File: src/rtl/qbport_pkg.sv
// Shared types for the quasi-bidirectional port controller.
// Assumes: operation codes are fixed by the read-modify-write interface.
package qbport_pkg;
    typedef enum logic [1:0] {
        RMW_AND = 2'b00,
        RMW_OR  = 2'b01,
        RMW_XOR = 2'b10,
        RMW_INC = 2'b11
    } rmw_op_e;
endpackage

File: src/rtl/qbport_sync.sv
// Multi-stage synchronizer for a bus of independent asynchronous bits.
// Assumes: each bit is sampled on its own; no bus coherence is required.
module qbport_sync #(
    parameter int W         = 8,
    parameter int STAGES    = 2,
    parameter logic [W-1:0] RESET_VAL = '1
) (
    input  logic         clk,
    input  logic         rst_n,
    input  logic [W-1:0] async_in,
    output logic [W-1:0] sync_out
);
    logic [W-1:0] stage_q [STAGES];

    genvar s;
    generate
        for (s = 0; s < STAGES; s++) begin : g_stage
            if (s == 0) begin : g_first
                // capture the raw input
                always_ff @(posedge clk) begin
                    if (!rst_n) stage_q[s] <= RESET_VAL;
                    else        stage_q[s] <= async_in;
                end
            end else begin : g_next
                // shift through the remaining stages
                always_ff @(posedge clk) begin
                    if (!rst_n) stage_q[s] <= RESET_VAL;
                    else        stage_q[s] <= stage_q[s-1];
                end
            end
        end
    endgenerate

    assign sync_out = stage_q[STAGES-1];
endmodule

File: src/rtl/qbport_latch.sv
// Output latch with plain writes and two-phase read-modify-write.
// The view output forwards a pending write-back so chained operations
// see their predecessor's result. Plain writes win over a write-back.
// Assumes: one operation per cycle issued by the caller.
module qbport_latch
    import qbport_pkg::*;
#(
    parameter int W = 8
) (
    input  logic         clk,
    input  logic         rst_n,
    input  logic         wr_en,
    input  logic [W-1:0] wr_data,
    input  logic         rmw_en,
    input  rmw_op_e      rmw_op,
    input  logic [W-1:0] rmw_arg,
    output logic [W-1:0] latch_q,
    output logic [W-1:0] latch_d,
    output logic [W-1:0] view,
    output logic         wb_busy
);
    logic [W-1:0] wb_data;
    logic [W-1:0] modified;

    // value the latch presents to readers, with write-back forwarded
    assign view    = wb_busy ? wb_data : latch_q;

    // compute the modified byte for a read-modify-write
    always_comb begin
        unique case (rmw_op)
            RMW_AND: modified = view & rmw_arg;
            RMW_OR:  modified = view | rmw_arg;
            RMW_XOR: modified = view ^ rmw_arg;
            default: modified = view + W'(1);
        endcase
    end

    // next latch value: plain write beats pending write-back
    always_comb begin
        if (wr_en)        latch_d = wr_data;
        else if (wb_busy) latch_d = wb_data;
        else              latch_d = latch_q;
    end

    // latch and write-back registers
    always_ff @(posedge clk) begin
        if (!rst_n) begin
            latch_q <= '1;
            wb_busy <= 1'b0;
            wb_data <= '0;
        end else begin
            latch_q <= latch_d;
            wb_busy <= rmw_en;
            if (rmw_en) wb_data <= modified;
        end
    end
endmodule

File: src/rtl/qbport_boost.sv
// Per-pin timer for the strong pull-up pulse on a latch rising edge.
// Assumes: latch_d is the value the latch takes at the next clock edge.
module qbport_boost #(
    parameter int W      = 8,
    parameter int CYCLES = 2
) (
    input  logic         clk,
    input  logic         rst_n,
    input  logic [W-1:0] latch_q,
    input  logic [W-1:0] latch_d,
    output logic [W-1:0] boost_en
);
    localparam int CNT_W = $clog2(CYCLES + 1);

    genvar i;
    generate
        for (i = 0; i < W; i++) begin : g_pin
            logic [CNT_W-1:0] cnt;
            logic             rise;

            assign rise        = latch_d[i] & ~latch_q[i];
            assign boost_en[i] = (cnt != '0);

            // load on a rising edge, cancel on a drop, count down otherwise
            always_ff @(posedge clk) begin
                if (!rst_n)            cnt <= '0;
                else if (rise)         cnt <= CNT_W'(CYCLES);
                else if (!latch_d[i])  cnt <= '0;
                else if (cnt != '0)    cnt <= cnt - CNT_W'(1);
            end
        end
    endgenerate
endmodule

File: src/rtl/qbport_ctrl.sv
// Quasi-bidirectional port controller top.
// Holds the output latch, serves latch and pin reads, and derives the
// pull-down, strong pull-up, keeper and very weak pull-up enables.
// Assumes: pin_in is the resolved pad level, asynchronous to clk.
module qbport_ctrl #(
    parameter int PORT_W       = 8,
    parameter int BOOST_CYCLES = 2,
    parameter int SYNC_STAGES  = 2
) (
    input  logic              clk,
    input  logic              rst_n,
    input  logic              wr_en,
    input  logic [PORT_W-1:0] wr_data,
    input  logic              rmw_en,
    input  logic [1:0]        rmw_op,
    input  logic [PORT_W-1:0] rmw_arg,
    input  logic              rd_src,
    output logic [PORT_W-1:0] rd_data,
    input  logic [PORT_W-1:0] alt_sel,
    input  logic [PORT_W-1:0] alt_out,
    input  logic [PORT_W-1:0] pin_in,
    output logic [PORT_W-1:0] pd_en,
    output logic [PORT_W-1:0] boost_en,
    output logic [PORT_W-1:0] keep_en,
    output logic [PORT_W-1:0] vweak_en
);
    logic [PORT_W-1:0] latch_q;
    logic [PORT_W-1:0] latch_d;
    logic [PORT_W-1:0] latch_view;
    logic              wb_busy;
    logic [PORT_W-1:0] pin_sync;
    logic [PORT_W-1:0] alt_eff;

    qbport_sync #(.W(PORT_W), .STAGES(SYNC_STAGES), .RESET_VAL('1)) u_sync (
        .clk      (clk),
        .rst_n    (rst_n),
        .async_in (pin_in),
        .sync_out (pin_sync)
    );

    qbport_latch #(.W(PORT_W)) u_latch (
        .clk     (clk),
        .rst_n   (rst_n),
        .wr_en   (wr_en),
        .wr_data (wr_data),
        .rmw_en  (rmw_en),
        .rmw_op  (qbport_pkg::rmw_op_e'(rmw_op)),
        .rmw_arg (rmw_arg),
        .latch_q (latch_q),
        .latch_d (latch_d),
        .view    (latch_view),
        .wb_busy (wb_busy)
    );

    qbport_boost #(.W(PORT_W), .CYCLES(BOOST_CYCLES)) u_boost (
        .clk      (clk),
        .rst_n    (rst_n),
        .latch_q  (latch_q),
        .latch_d  (latch_d),
        .boost_en (boost_en)
    );

    // read mux: a read-modify-write always reads the latch
    assign rd_data  = (rmw_en || rd_src) ? latch_view : pin_sync;

    // pins without an alternate function see a high alternate level
    assign alt_eff  = alt_out | ~alt_sel;

    // pad drive enables
    assign pd_en    = ~(latch_q & alt_eff);
    assign vweak_en = ~pd_en;
    assign keep_en  = pin_sync;
endmodule

File: config.mk
export PLATFORM = sky130hd
export DESIGN_NAME = qbport_ctrl
export DESIGN_NICKNAME = d
export VERILOG_FILES = /design/src/rtl/qbport_pkg.sv /design/src/rtl/qbport_sync.sv /design/src/rtl/qbport_latch.sv /design/src/rtl/qbport_boost.sv /design/src/rtl/qbport_ctrl.sv
export SDC_FILE = /design/constraint.sdc
export NUM_CORES = 1
export LEC_CHECK = 0
export BUFFER_PORTS_ARGS = -buffer_cell sky130_fd_sc_hd__buf_4
export CAP_MARGIN = 20
export CORE_MARGIN = 4
export CORE_UTILIZATION = 45
export CTS_CLUSTER_SIZE = 28
export DETAILED_ROUTE_END_ITERATION = 8
export PLACE_DENSITY = 0.73
export SLEW_MARGIN = 20
export SYNTH_ARGS = -nofsm -noshare
export SYNTH_HDL_FRONTEND = slang
export SYNTH_SLANG_ARGS = --single-unit
File: constraint.sdc
create_clock -name clk -period 3.43 [get_ports clk]
set_clock_uncertainty 0.15 [all_clocks]
set_input_delay 0 -clock clk [delete_from_list [all_inputs] [get_ports clk]]
set_output_delay 0 -clock clk [all_outputs]
set_load 0.1 [all_outputs]
Yosys cells after proc, flatten, opt, wreduce, memory -nomap -nowiden
Memory sizes are Yosys's and may differ from the RTL's.
Index checks and enable logic that the tools add are counted.
Operators by class
  reductions and logical operators: 18
  shifts and indexed selects: 0
  mux-type cells: 32
  bitwise logic cells: 35
  $mul: 0
  add/subtract/negate cells: 9
  equal/unequal tests: 10
  order comparisons: 0
  divide/modulo/power cells: 0
Operator list (count)
  2-bit two-way mux: 24
  8-bit two-way mux: 5
  3-bit inequality test, second input constant: 8
  8-bit inverter: 3
  8-bit one-hot mux with 3 select lines: 1
  3-bit OR reduction: 8
  1-bit inverter: 17
  8-bit AND: 2
  8-bit bitwise OR: 2
  2-bit nonzero test: 8
  2-bit by 1-bit subtractor with 2-bit output, second input constant: 8
  8-bit by 1-bit adder with 8-bit output, second input constant: 1
  1-bit AND: 8
  8-bit bitwise XOR: 1
  2-bit by 1-bit equality test with 1-bit output, second input constant: 1
  2-bit equality test, second input constant: 1
  2-bit zero test: 1
  1-bit two-way mux: 2
  1-bit bitwise OR: 2
  1-bit logical OR: 1
Storage, ports and cells
  ROM bits: 0
  latch bits: 0
  memories: 1
  RAM bits: 16
  output and inout bits: 40
  bits in registers: 33
Memories
  u_sync.stage_q: depth 2, width 8, read ports 2, clocked after Yosys merged registers in 0, wr ports 2, line qbport_sync.sv:13  | logic [W-1:0] stage_q [STAGES];

Logic depth before layout (Yosys ltp)
Gate-level depths: netlist (run 1).
  word-level depth: 5
  depth in mapped cells: 9
  gate-level depth less buffers: 8

Hierarchy
A second synthesis (run 1) with hierarchy kept.
Second synthesis, totals
  cells, all modules: 268
  area, all modules: 2595.0 µm²
Modules (own cells, without submodules)
  qbport_latch: area an instance 1341.3 µm², sequential area each 340.3 µm², cells each 137, instances 1
  qbport_boost: area an instance 590.6 µm², sequential area each 320.3 µm², cells each 65, instances 1
  qbport_sync: area an instance 431.7 µm², sequential area each 320.3 µm², cells each 33, instances 1
  qbport_ctrl: area an instance 231.5 µm², sequential area each 0.0 µm², cells each 33, instances 1

Worst setup path before layout (run 1)
No wires, ideal clock.
  path kind: input to output
  start point: in alt_sel[0]
  end point: out vweak_en[0]
  setup slack: -184 ps
  stages on the path: 3
  arrival time: 3464 ps
  buffers on the path: 0
  required time: 3280 ps
  cell sequence: inv_1 o21ai_0 inv_1
On the way
  cells in the longest elaborated chain, start to end: 5
RTL lines
  start, declared: line qbport_ctrl.sv:19  | input logic [PORT_W-1:0] alt_sel,
  8-bit inverter: line qbport_ctrl.sv:67  | assign alt_eff = alt_out | ~alt_sel;
  8-bit bitwise OR: line qbport_ctrl.sv:67
  8-bit AND: line qbport_ctrl.sv:70  | assign pd_en = ~(latch_q & alt_eff);
  8-bit inverter: line qbport_ctrl.sv:70
  net pd_en[0]: line qbport_ctrl.sv:22  | output logic [PORT_W-1:0] pd_en,
  8-bit inverter: line qbport_ctrl.sv:71  | assign vweak_en = ~pd_en;
  end, declared: line qbport_ctrl.sv:25  | output logic [PORT_W-1:0] vweak_en
The timed path passes the listed nets, and every way through them passes these cells.

Worst setup path after layout (run 1)
  start point: reg u_latch.wb_busy
  end point: reg u_latch.wb_data[6]
On the way
  cells in the longest elaborated chain, start to end: 3
RTL lines
  start, declared: line qbport_latch.sv:20  | output logic wb_busy
  start signal, assigned: line qbport_latch.sv:53  | wb_busy <= rmw_en;
  8-bit two-way mux *: line qbport_latch.sv:26  | assign view = wb_busy ? wb_data : latch_q;
  8-bit by 1-bit adder with 8-bit output (tied with other cells): line qbport_latch.sv:34  | default: modified = view + W'(1);
  8-bit one-hot mux with 3 select lines *: line qbport_latch.sv:30  | unique case (rmw_op)
  end signal, assigned: line qbport_latch.sv:54  | if (rmw_en) wb_data <= modified;
  end, declared: line qbport_latch.sv:22  | logic [W-1:0] wb_data;
Every way passes the cells marked *; elsewhere a longest branch is shown, timed or not.
A chain may end at the register's enable or synchronous reset.

==> results of run 1 <==
==> synth_stat cells <==
cell and instances:
a2111oi_4 1, a211oi_1 4, a21oi_1 22, a221oi_1 1, a31oi_1 4, and2_1 1
and3_1 1, buf_1 2, buf_6 1, clkbuf_1 10, dfxtp_1 49, ha_1 17
inv_1 36, mux2_2 1, mux2i_1 15, mux2i_2 4, mux4_2 1, nand2_1 30
nand2b_1 16, nand3_1 3, nand3_2 1, nand3b_1 1, nand3b_4 1, nor2_1 17
nor2b_1 2, nor3_1 11, o211ai_1 3, o21a_1 1, o21ai_0 15, o221a_1 1
or2_2 17, xnor2_1 5
==> per-layer routing <==
| layer | global-route usage [%] | up-vias | routed length, um |
|---|---|---|---|
| li1 | - | 1208 | - |
| met1 | 22.9 | 1075 | 2770 |
| met2 | 35.3 | 69 | 3120 |
| met3 | 6.62 | 4 | 556 |
| met4 | 5.23 | 0 | 52 |
| met5 | 0 | - | 0 |
==> path summary, 6_finish.rpt <==
| kind | start | end | slack [ns] | cells after the start |
|---|---|---|---|---|
| worst min-delay path | wr_en | u_boost.g_pin[5].cnt[1] | 0.11 | 4 |
| worst max-delay path | u_latch.wb_busy | u_latch.wb_data[6] | 0.33 | 9 |
| worst min register to register | u_sync.stage_q[0][7] | u_sync.stage_q[1][7] | 0.26 | 1 |
| worst max register to register | u_latch.wb_busy | u_latch.wb_data[6] | 0.33 | 9 |
==> kinds of logic (layout without fill, tap and decap cells) <==
family,Yosys count,in the layout,share of synthesized area [%]
DFF,49,49,39.2
xor gates and xnor gates,5,5,1.75
AOI/OAI and AO/OA,52,52,12.7
adders and majority gates,17,17,8.50
muxes,21,21,9.55
buffers and inverters,49,175,7.65
and+or+nand+nor,101,101,20.6
==> cell type report <==
cell class,count,area [um^2],area share [%]
Multi-Input combinational cell,196,1330,35.7
Timing Repair Buffer,132,1110,29.7
Sequential cell,49,981,26.3
Inverter,36,135,3.63
Tap cell,70,87.6,2.35
Clock buffer,7,86.3,2.32
==> through the flow <==
stage                     cell area, um^2  instances
after floorplan                      2500        294
after global placement               3180        437
after global routing                 3720        490
after CTS                            3720        490
final                                3720        490
after detailed placement             3180        437
==> sequential cells by signal, indices dropped and copies added, names as in the netlist <==
name and cells:
u_latch.latch_q 8, u_latch.wb_data 8, u_latch.wb_busy 1, u_sync.stage_q 16
u_boost.g_pin.cnt 16
==> power breakdown <==
part / switching, uW / internal [uW] / leakage, uW
registers: 27.9 / 599 / 0.000404
clock network: 180 / 160 / 0.0000443
logic: 427 / 210 / 0.00128
==> tightest hold or removal path: stages <==
cell and delay, ns:
buf_4 0.17, mux2i_1 0.17, or2_2 0.14, a21oi_1 0.03
==> flow_summary_export.csv, run 1 <==
group,metric,value,unit
outcome,outcome,"finished, final reports clean",
floorplanning,core,5240,um^2
setup_path,crit_top_cell,"inv_1",
global_route,gr-total-overflow,0,
timing,post-route-period-util,90.5,%
power,power.density,431,nW/um^2
clocking,cts_max_level,2,
route,drc,0,
logic_synthesis,yosysTopAreaCellShare,39.2,%
finish,layout.nets,484,
setup_path,criticalPathCategory,"flip-flop to flip-flop",
placed_design,port_buffers,86,
clocking,cts_setup_buffers,0,
clocking,postCtsHoldBufs,46,
finish,syn_to_final_growth,48.9,%
global_route,grt_pass1_wl,10500,um
clocking,cts_resized,0,
logic_synthesis,ys_warn_count,0,
route,ant_nets,0,
timing,whs,0.107,ns
floorplanning,start_util,47.8,%
clocking,cts.sinks,49,
logic_synthesis,ys_types,32,
finish,fillers,416,
power,p_leak,0.00173,uW
timing,timing.final.ws_setup,0.325,ns
placed_design,place_hpwl,4370,um
setup_path,path_delay_family,"buffers and inverters",
setup_path,worstPathRequired,3.52,ns
route,vias,2356,
logic_synthesis,yosys.area.top_type,"dfxtp_1",
clocking,root_buffer,"clkbuf_8",
logic_synthesis,synth-seq-cells,49,
finish,fin_util,71.1,%
floorplanning,rows,26,
floorplanning,die_w,82.6,um
logic_synthesis,ys_seq_area_share,39.2,%
logic_synthesis,syn_avg_cell_area,8.51,um^2
clocking,clock_latency,0.30,ns
clocking,cts_made_buffers,5,
placed_design,pre_cts_slack,0.728,ns
floorplanning,chipHeight,82.6,um
clocking,cts_buffer_depth,2,
floorplanning,die-area,6810,um^2
finish,drive_above_1_share,28.1,%
setup_path,critPathArrivalTime,3.19,ns
timing,final.setup.tns,0,ns
setup_path,critPathLaunchType,"flip-flop",
route,wl_per_cell,13.2,um
setup_path,crit_chain,"mux2i_1 -> inv_1 -> ha_1 -> inv_1 -> a221oi_1 -> xnor2_1 -> nand3_1 -> a31oi_1 -> dlygate4sd3_1",
logic_synthesis,ys_top_cells_by_area,"dfxtp_1 (39%), ha_1 (8.5%), mux2i_1 (6.0%), inv_1 (5.4%), nand2_1 (4.5%)",
setup_path,crit_buf_inv,3,
timing,clock.fmax,0.322,GHz
route,first_iter_violations,105,
timing,setup_violations,0,
logic_synthesis,syn_area,2500,um^2
floorplanning,io_pins,87,
power,total_power,1610,uW
power,ir_drop,0.000255,V
global_route,grt_max_degree,33,
finish,layout_commonest_cell,"buf_4",
route,routed_wl,6490,um
clocking,clk_pin_slew,0.09,ns
logic_synthesis,syn_inst,294,
timing,rsz0062_at_grt,"false",
timing,hold_violations,0,
route,vias_per_cell,4.81,
global_route,antenna_found_initial,0,
setup_path,crit_path_end_kind,"flip-flop",
route,firstDrtPassIters,4,
finish,final_cell_mix,"buf_4 (86), dfxtp_1 (49), dlygate4sd3_1 (46), inv_1 (36), nand2_1 (30)",
global_route,grt_pass1_vias,2394,
timing,worst_slew_pin_slew,0.680,ns
global_route,grt_usage,19.9,%
placed_design,gp_congestion,0.803,
timing,finalCriticalPeriod,3.10,ns
timing,slew_violations,0,
run,maxCapViolCount,0,
setup_path,cp_max_fo,12,
setup_path,crit_path_max_incr_delay,0.76,ns
finish,num_antenna_cells,0,
timing,timing.slew.headroom,54.6,%
min_path,hp-class,"input pin to flip-flop",
logic_synthesis,synth_fp_nets,358,
clocking,cts_tree,"yes",
setup_path,cp_slowest_cell,"dfxtp_1",
Note: power is estimated with default switching activity, not from simulation.
==> inputs of run 2 (changes only) <==
Settings changed: ABC_AREA set to 1.
==> run 2 against run 1 <==
Compared with the run above: clock power grew 9.7%; first-iteration DRC count is 88% higher; die area is 0.73% higher; sequential power decreased by 1%; critical path depth is 3 lower.
==> flow_summary_export.csv, run 2 <==
group,metric,value,unit
outcome,outcome,"finished, final reports clean",
timing,rsz0062_at_grt,"false",
logic_synthesis,yosys.area.top_type,"dfxtp_1",
route,firstDrtPassIters,4,
floorplanning,rows,26,
power,power.density,447,nW/um^2
logic_synthesis,ys_top_cells_by_area,"dfxtp_1 (39%), ha_1 (8.4%), nand2_1 (8.3%), inv_1 (7.3%), or2_2 (6.0%)",
setup_path,critPathLaunchType,"input pin",
finish,syn_to_final_growth,41.4,%
logic_synthesis,syn_avg_cell_area,7.71,um^2
logic_synthesis,yosysMostFrequentCell,"nand2_1",
route,drc,0,
logic_synthesis,ys_types,29,
route,vias_per_cell,4.89,
clocking,cts_buffer_depth,2,
timing,worst_slew_pin_slew,0.869,ns
floorplanning,die_w,82.9,um
finish,fillers,445,
floorplanning,core,5270,um^2
logic_synthesis,ys_seq_area_share,38.9,%
logic_synthesis,yosys-top-cells-count,"nand2_1 (56), dfxtp_1 (49), inv_1 (49)",
logic_synthesis,synth_edf_count,0,
power,swShare,40.5,%
power,ir_drop,0.000288,V
logic_synthesis,synth-seq-cells,49,
logic_synthesis,ys.flop_type,"dfxtp_1",
route,vias,2482,
setup_path,path_delay_family,"buffers and inverters",
route,first_iter_violations,197,
setup_path,cp_slowest_cell,"nor2_1",
finish,layout_commonest_cell,"buf_4",
global_route,top_usage_layer,"met2",
timing,setup_violations,0,
timing,hold_violations,0,
timing,final.setup.tns,0,ns
finish,layout.nets,501,
floorplanning,chipHeight,82.9,um
logic_synthesis,ys_warn_count,0,
route,routed_wl,6470,um
clocking,cts_resized,0,
power,power_switching,644,uW
power,clockPowerShare,23.5,%
floorplanning,io_pins,87,
clocking,clock_latency,0.30,ns
logic_synthesis,yosysTopAreaCellShare,38.9,%
route,ant_nets,0,
global_route,antenna_found_initial,0,
run,maxCapViolCount,0,
min_path,hp-class,"input pin to flip-flop",
timing,finalCriticalPeriod,2.19,ns
power,p_seq_share,38.8,%
logic_synthesis,ys_async_sr_fraction,0,%
floorplanning,start_util,47.8,%
placed_design,place_hpwl,4890,um
logic_synthesis,syn_inst,327,
global_route,grt_pass1_wl,11000,um
placed_design,place_inst,475,
setup_path,crit_buf_inv,3,
min_path,holdPathStages,5,
setup_path,crit_top_cell,"buf_4",
clocking,cts_made_buffers,5,
setup_path,reg2reg_depth,8,
setup_path,crit_path_max_incr_delay,0.68,ns
finish,largestRegisters,"u_boost.g_pin.cnt (16), u_sync.stage_q (16)",
global_route,grtUsageMet3,3.66,%
finish,drive_above_1_share,34.7,%
placed_design,gp_congestion,0.913,
route,wl_per_cell,12.7,um
setup_path,cp.depth,6,
setup_path,crit_path_end_kind,"output pin",
clocking,cts_tree,"yes",
global_route,grt_pass1_vias,2446,
setup_path,critPathArrivalTime,2.04,ns
global_route,grt_max_degree,26,
global_route,grt_usage,18.9,%
clocking,root_buffer,"clkbuf_8",
logic_synthesis,synth_fp_nets,391,
global_route,gr-total-overflow,0,
placed_design,port_buffers,86,
finish,instances_no_fill,508,
setup_path,criticalPathCategory,"input pin to output pin",
power,p_leak,0.00177,uW
finish,final_cell_mix,"buf_4 (86), nand2_1 (56), inv_1 (49), dfxtp_1 (49)",
setup_path,crit_chain,"dlygate4sd3_1 -> buf_4 -> nor2_1 -> nand2_1 -> o21ai_0 -> buf_4",
floorplanning,die-area,6860,um^2
timing,clock.fmax,0.456,GHz
timing,timing.slew.headroom,41.9,%
global_route,use_met2,35.1,%
power,p_int,948,uW
global_route,grt_util_met1,22.1,%
finish,num_antenna_cells,0,
logic_synthesis,syn_area,2520,um^2
clocking,cts_setup_buffers,0,
setup_path,cp_max_fo,16,
clocking,clk_pin_slew,0.10,ns
clocking,postCtsHoldBufs,25,
timing,slew_violations,0,
clocking,cts_max_level,2,
timing,post-route-period-util,63.9,%
setup_path,worstPathRequired,3.28,ns
clocking,cts.sinks,49,
power,p_comb_share,37.7,%
## run 2: final timing paths
kind | end | from | slack [ns]
worst min-delay path | u_latch.wb_data[6] | rmw_op[1] | 0.01
worst max-delay path | rd_data[5] | rmw_en | 1.24
worst min register to register | u_sync.stage_q[1][6] | u_sync.stage_q[0][6] | 0.27
worst max register to register | u_latch.latch_q[2] | u_latch.wb_busy | 1.31
## run 2: routing by layer
| metal | vias up | share of wire (%) |
|---|---|---|
| met5 | - | 0 |
| met4 | 0 | 1.0 |
| met3 | 9 | 5.4 |
| met2 | 73 | 52 |
| met1 | 1139 | 41 |
| li1 | 1261 | - |
## run 2: through the flow
step	setup WS, ns	total power (uW)	hold slack [ns]	area, um^2	util [%]
3_5_place_dp	1.56	1210	0.0405	3210	61.0
3_3_place_gp	1.61	1200	0.0363	3210	61.0
5_1_grt	1.15	1660	0.0332	3560	67.6
4_1_cts	1.30	1600	0.00297	3560	67.6
6_report	1.24	1590	0.0121	3560	67.6
2_1_floorplan	0.376	1060	-0.0434	2520	-
## run 2: area by class of cell
cell class	count	area [um^2]	share of cell area [%]
clock buffers	7	96.3	2.70
clock inverters	1	5.00	0.140
inverters	57	221	6.21
multi-input cells	213	1280	35.8
flip-flops and latches	49	981	27.5
well taps	70	87.6	2.46
repair buffers	111	896	25.1
## run 2: kinds of logic after synthesis
| kind of cell | count (synthesis) | synth area share, % |
|---|---|---|
| AOI/OAI and AO/OA | 69 | 15.5 |
| adders and majority gates | 17 | 8.44 |
| buffers and inverters | 65 | 10.4 |
| DFF | 49 | 38.9 |
| and+or+nand+nor | 127 | 26.7 |
## run 2: power by group through the flow
stage	clock network, uW	logic [uW]	registers, uW
after floorplan	0	413	652
after global placement	0	567	631
after detailed placement	0	576	631
after CTS	376	602	618
after global routing	402	639	622
final	374	600	618
## run 2: tightest hold or removal path, delay by kind of cell
| family | cells | cell delay (ns) |
|---|---|---|
| and+or+nand+nor | 2 | 0.21 |
| buffers and inverters | 1 | 0.12 |
| AOI/OAI and AO/OA | 2 | 0.11 |
